--- src/rtl/mbox_wait_pkg.sv ---
package mbox_wait_pkg;
  typedef struct packed {
    logic rd;
    logic wr;
  } side_req_t;
endpackage

--- src/rtl/mbox_side_decode.sv ---
module mbox_side_decode
  import mbox_wait_pkg::*;
#(
  parameter bit HAS_SELECT    = 1'b1,
  parameter bit HAS_RD_STROBE = 1'b1
) (
  input  logic      iorq_n,
  input  logic      rd_n,
  input  logic      wr_n,
  input  logic      sel,
  output side_req_t req
);
  logic sel_ok;
  logic rd_ok;

  assign sel_ok = HAS_SELECT    ? sel   : 1'b1;
  // Without a read strobe, any request with write high counts as a read
  assign rd_ok  = HAS_RD_STROBE ? !rd_n : 1'b1;

  always_comb begin
    req.rd = !iorq_n && wr_n && rd_ok && sel_ok;
    req.wr = !iorq_n && !wr_n && sel_ok;
  end
endmodule

--- src/rtl/mbox_arm.sv ---
module mbox_arm #(
  parameter bit REQUIRE_ARMED = 1'b1
) (
  input  logic clk,
  input  logic rst_n,
  input  logic rd,
  input  logic peer_wr,
  output logic armed
);
  generate
    if (REQUIRE_ARMED) begin : g_reg
      logic armed_q;
      // Armed once the read is seen at an edge without a write already running;
      // stays armed for the rest of the read
      always_ff @(posedge clk or negedge rst_n) begin
        if (!rst_n) armed_q <= 1'b0;
        else        armed_q <= rd && (armed_q || !peer_wr);
      end
      assign armed = armed_q;
    end else begin : g_comb
      assign armed = 1'b1;
    end
  endgenerate
endmodule

--- src/rtl/mbox_path_ctrl.sv ---
module mbox_path_ctrl
  import mbox_wait_pkg::*;
(
  input  logic      rst_n,
  input  side_req_t m_req,
  input  side_req_t s_req,
  input  logic      m_armed,
  input  logic      s_armed,
  output logic      m_wait_n,
  output logic      s_wait_n,
  output logic      xcvr_oe_n,
  output logic      xcvr_dir
);
  logic to_slave;
  logic to_master;

  assign to_slave  = s_req.rd && s_armed && m_req.wr;
  assign to_master = m_req.rd && m_armed && s_req.wr;

  assign m_wait_n  = !(rst_n && m_req.rd && !to_master);
  assign s_wait_n  = !(rst_n && s_req.rd && !to_slave);
  assign xcvr_oe_n = !(rst_n && (to_slave || to_master));
  assign xcvr_dir  = rst_n && to_slave;
endmodule

--- src/rtl/mbox_wait_bridge.sv ---
module mbox_wait_bridge
  import mbox_wait_pkg::*;
#(
  parameter bit REQUIRE_ARMED = 1'b1
) (
  input  logic clk,
  input  logic rst_n,
  input  logic m_iorq_n,
  input  logic m_rd_n,
  input  logic m_wr_n,
  input  logic m_sel,
  input  logic s_iorq_n,
  input  logic s_wr_n,
  output logic m_wait_n,
  output logic s_wait_n,
  output logic xcvr_oe_n,
  output logic xcvr_dir
);
  side_req_t m_req;
  side_req_t s_req;
  logic      m_armed;
  logic      s_armed;

  mbox_side_decode #(.HAS_SELECT(1'b1), .HAS_RD_STROBE(1'b1)) u_m_dec (
    .iorq_n(m_iorq_n), .rd_n(m_rd_n), .wr_n(m_wr_n), .sel(m_sel), .req(m_req)
  );

  mbox_side_decode #(.HAS_SELECT(1'b0), .HAS_RD_STROBE(1'b0)) u_s_dec (
    .iorq_n(s_iorq_n), .rd_n(1'b1), .wr_n(s_wr_n), .sel(1'b1), .req(s_req)
  );

  mbox_arm #(.REQUIRE_ARMED(REQUIRE_ARMED)) u_m_arm (
    .clk(clk), .rst_n(rst_n), .rd(m_req.rd), .peer_wr(s_req.wr), .armed(m_armed)
  );

  mbox_arm #(.REQUIRE_ARMED(REQUIRE_ARMED)) u_s_arm (
    .clk(clk), .rst_n(rst_n), .rd(s_req.rd), .peer_wr(m_req.wr), .armed(s_armed)
  );

  mbox_path_ctrl u_ctrl (
    .rst_n(rst_n), .m_req(m_req), .s_req(s_req),
    .m_armed(m_armed), .s_armed(s_armed),
    .m_wait_n(m_wait_n), .s_wait_n(s_wait_n),
    .xcvr_oe_n(xcvr_oe_n), .xcvr_dir(xcvr_dir)
  );
endmodule

--- config.mk ---
export PLATFORM = sky130hd
export DESIGN_NAME = mbox_wait_bridge
export DESIGN_NICKNAME = d
export VERILOG_FILES = /design/src/rtl/mbox_wait_pkg.sv /design/src/rtl/mbox_side_decode.sv /design/src/rtl/mbox_arm.sv /design/src/rtl/mbox_path_ctrl.sv /design/src/rtl/mbox_wait_bridge.sv
export SDC_FILE = /design/constraint.sdc
export NUM_CORES = 1
export LEC_CHECK = 0
export BUFFER_PORTS_ARGS = -buffer_cell sky130_fd_sc_hd__buf_4
export CAP_MARGIN = 20
export CORE_AREA = 2 2 39 41
export CTS_BUF_LIST = sky130_fd_sc_hd__clkbuf_8 sky130_fd_sc_hd__clkbuf_16
export CTS_CLUSTER_SIZE = 40
export DETAILED_ROUTE_END_ITERATION = 6
export DIE_AREA = 0 0 41 43
export GPL_TIMING_DRIVEN = 0
export PLACE_DENSITY = 0.36
export SKIP_CTS_REPAIR_TIMING = 1
export SLEW_MARGIN = 20
export SYNTH_ARGS = -nofsm -noshare
export SYNTH_HDL_FRONTEND = slang
export SYNTH_SLANG_ARGS = --single-unit
--- constraint.sdc ---
create_clock -name clk -period 0.9 [get_ports clk]
set_clock_uncertainty 0.05 [all_clocks]
set_input_delay 0.09 -clock clk [delete_from_list [all_inputs] [get_ports clk]]
set_output_delay 0.09 -clock clk [all_outputs]
set_load 0.02 [all_outputs]
Yosys cells after proc, flatten, opt, wreduce, memory -nomap -nowiden
Cells that the tools add are included.
- memories kept: 0
- word-level logic and storage cells: 36
- input bits: 8
- ROM bits: 0
- latch bits: 0
- register bits: 2
- output and inout bits: 4
- RAM bits: 0
- eq/ne operators: 0
- reductions and logical operators: 34
- $mul: 0
- shifts and indexed selects: 0
- bitwise operators: 0
- multiplexer cells: 0
- $lt $le $gt $ge: 0
- add/sub/neg operators: 0
- div/mod/pow operators: 0
- operators by type and width (operator ; number):
    logical AND 1 bit ; 19
    logical NOT 1 bit ; 12
    logical OR 1 bit ; 3

Logic depth before layout (Yosys ltp)
- word-level depth: 9
- gate-level depth with buffers: 3
- depth with buffers taken out: 3

Cells and area by module
From an unflattened synthesis, not the netlist that was laid out.
- cell total of the unflattened synthesis: 17
- area, all modules: 158.9 µm²
- by module, submodules not included (module ; cells an instance ; area an instance (µm²) ; instances):
    mbox_arm ; 3 ; 36.3 ; 2
    mbox_path_ctrl ; 6 ; 45.0 ; 1
    mbox_side_decode at u_m_dec ; 2 ; 20.0 ; 1
    mbox_side_decode at u_s_dec ; 2 ; 17.5 ; 1
    mbox_wait_bridge ; 1 ; 3.8 ; 1

Worst setup path after synthesis
No wires, ideal clock.
- path kind: register -> output
- start: register u_s_arm.g_reg.armed_q (netlist: u_s_arm.armed)
- end: output s_wait_n
- cell stages (with the launch flop): 3
- path slack: -0.005 ns
- buffers on the path: 0
- arrival time: 0.765 ns
- cells stage by stage: dfrtp_1 > and3_4 > nand3b_1
- word-level cells in the longest chain between the ends: 5
- RTL lines (what ; RTL line ; text):
    start: declaration ; mbox_arm.sv:12 ; logic armed_q;
    start signal: assignment ; mbox_arm.sv:17 ; else armed_q <= rd && (armed_q || !peer_wr);
    logical AND 1 bit (2 in series) ; mbox_path_ctrl.sv:17 ; assign to_slave = s_req.rd && s_armed && m_req.wr;
    logical NOT 1 bit ; mbox_path_ctrl.sv:21 ; assign s_wait_n = !(rst_n && s_req.rd && !to_slave);
    logical AND 1 bit ; mbox_path_ctrl.sv:21 ;
    logical NOT 1 bit ; mbox_path_ctrl.sv:21 ;
    end: declaration ; mbox_wait_bridge.sv:15 ; output logic s_wait_n,
Every way passes these cells.

Worst setup path in the final report
Ends and elaborated chain as after synthesis.

==> metrics.md <==
| Metric | Value |
|---|---|
| Status | finished, violations left |
| Failing checks | setup timing |
| CP endpoint | s_wait_n |
| Total Neg Setup Slack | -0.883 ns |
| Synth Net Count | 24 |
| PnR Total Power | 0.507 mW |
| Asr flop ratio synth | 100% |
| Pre-CTS worst setup slack | -0.122 ns |
| Core ar. | 1380 um^2 |
| Int Power | 0.416 mW |
| Remaining DRCs | 0 |
| Worst Path Required | 0.76 ns |
| Num CTS Buffers | 3 |
| Pwr/cell area | 1490 nW/um^2 |
| Unrepaired setup endpoints after global routing | true |
| Total net switching power | 0.0911 mW |
| Placed instance count | 43 |
| Non-filler cells, final | 47 |
| Post-Syn Instances | 16 |
| Post-synth top flop | dfrtp_1 |
| Worst Max-Slew Pin Slew | approximately 0.16 ns |
| Gr ovfl total | 0 |
| EDFF count, synth | 0 |
| Post-Route WL | 417 um |
| Layout cells sized above 1 | 64.5% |
| H-Tree Level Count | 1 |
| Iteration-0 DRC count of the detailed router | 2 |
| Mapped Avg Cell Area | 10.1 um^2 |
| R2R Setup Slk | 0.05 ns |
| Area leader, netlist | dfrtp_1 |
| Combinational power share | a little over an eighth |
| Gpl congestion | roughly 0.57 |
| Post-route cell area | 340 um^2 |
| Leak Pwr | 0.150 nW |
| Clk sink count | 2 |
| R2r startpoint | u_m_arm.armed |
| Fillers | around 150 |
| Final Net Count | 41 |
| Post-route minimum period | 1.17 ns |
| Root buffer cell | clkbuf_8 |
| Crit path launch type | flip-flop |
| Register area share after synthesis | 31.0% |
| GR met1 Demand/Resource | 6.41% |
| R2R depth | 1 |
| Die X | 41 um |
| Largest net degree at the start of global routing | 7 |
| Initial DRT Pass Iterations | 2 |
| M2 GR Usage | 5.00% |
| GRT Max-Usage Layer | met1 |
| Vias in the first global route | 145 |
| Std cell rows | 14 |
| Full die area | 1760 um^2 |
| Detail Route Antenna Nets | 0 |
| Final worst slack | -0.268 ns |
| WS Path Type | reg -> out |
| Synth-to-layout area growth | 111% |
| Sequential share of power | between 10% and 20% |
| Seq cells post-synth | 2 |
| Latest clock arrival within the worst-skew pair | 0.21 ns |
| Final Cycle Share | 130% |
| Bufs on Longest Clock Path | 2 |
| Post-route core utilization | 24.6% |
| Die height | between 40 and 50 um |
| Final Hold Fails | 0 |
| Max-slew violation count | 0 |
| Max Fanout on Critical Path | 3 |
| Rel. slew slack | around nine tenths |
| Final setup fails | 4 |
| Arrival time worst endpoint | 1.03 ns |
| Total global-route track usage | 5.12% |
| Antenna violations before repair | 0 |
| VDD IR max | 0.864 mV |
| Global-route wire length before repair | 538 um |
| Yosys top cell area share | a little under a third |
| Ant. Diodes | 0 |
| Switching share of power | 18.0% |
| CP max-delay cell | dfrtp_1 |
| YS warnings | 0 |
| Top post-synthesis cells by area | dfrtp_1 31%, nor2b_4 8.5%, and4bb_1 7.8%, nor3b_2 7.8%, and3_4 7.0% |
| Hold/Removal Path Class | in -> reg |
| Synth unique cells | 15 |
| Synthesized area | approximately 160 um^2 |
| Clock transition at path regs | approximately 0.03 ns |
| Dpl hpwl | 323 um |
| Starting Density | 11.7% |
| CP cell instances | and3_4, nand3b_1, buf_6 |
| Slowest stage delay, CP | around 0.36 ns |
| WHS | 0.0711 ns |
| Via count | 179 |
| CP Capture Type | primary output |
| TritonCTS clock tree | built |
| Ports | 12 |
| PortBufs | 11 |
| Max Cap Viol | 0 |
| CP Launch Point | u_s_arm.armed |
| Most numerous cell in the Yosys netlist | dfrtp_1 |
| Wire per inst | ~8.9 um |
| R2r endpoint | u_m_arm.armed |
| Met3 Use GR | under 10% |
| Area after DPL | 264 um^2 |
| Via density | about 3.8 |
| Max Freq | 856 MHz |
| Clock power share | 68.0% |
[per-layer routing]
metal / wire, um / share of wire (%)
met4: 0 / 0
met1: 192 / 46
met2: 165 / 40
met3: 58 / 14
met5: 0 / 0
[sequential cells by signal, indices dropped and copies added, names as in the netlist]
| name | flops |
|---|---|
| u_s_arm.armed | 1 |
| u_m_arm.armed | 1 |
[placed cells by master (no fill, tap or decap)]
master	instances
nor3b_2	1
dlygate4sd3_1	1
and3_4	2
and4bb_1	1
dfrtp_1	2
nand3_2	1
nand3b_1	1
clkbuf_8	3
buf_6	4
nor2b_4	1
nor2_1	1
o21ai_2	1
o31a_1	1
and2_1	1
a21boi_0	1
buf_4	7
inv_1	1
nand2_1	1
[area by class of cell]
class | count | area (um^2) | area share, %
Multi-Input combinational cell | 13 | 118 | 34.6
Timing Repair Buffer | 12 | 108 | 31.6
Sequential cell | 2 | 50.0 | 14.7
Clock buffer | 3 | 41.3 | 12.1
Tap cell | 16 | 20.0 | 5.88
Inverter | 1 | 3.75 | 1.10
[worst min path at each step]
stage                 from            end  slack [ns]  depth (start not counted)
finish              s_wr_n  u_m_arm.armed        0.07                          2
global route        s_wr_n  u_m_arm.armed        0.08                          2
CTS                  rst_n  u_m_arm.armed       -0.37                          1
detailed placement   rst_n  u_m_arm.armed       -0.16                          1
global placement     rst_n  u_m_arm.armed       -0.16                          1
floorplan            rst_n  u_m_arm.armed       -0.26                          0
[power by group through the flow]
stage / registers, mW / clock network [mW] / logic, mW
floorplan: 0.0966 / 0 / 0.0205
global placement: 0.0967 / 0 / 0.0582
detailed placement: 0.0969 / 0 / 0.0595
CTS: 0.0960 / 0.357 / 0.0596
global route: 0.0967 / 0.355 / 0.0714
finish: 0.0961 / 0.345 / 0.0659
[cell families after synthesis]
| group | Yosys count | share of synthesized area [%] |
|---|---|---|
| AOI/OAI and AO/OA | 3 | 15.5 |
| and+or+nand+nor | 10 | 51.2 |
| buffers and inverters | 1 | 2.32 |
| DFF | 2 | 31.0 |
[worst max-delay path: cells and delay by family, from the launching register on]
kind                   cells  cell delay [ns]
DFF                        1             0.36
buffers and inverters      1             0.14
and+or+nand+nor            2             0.31
No activity file was read; power rests on OpenSTA's default activity.
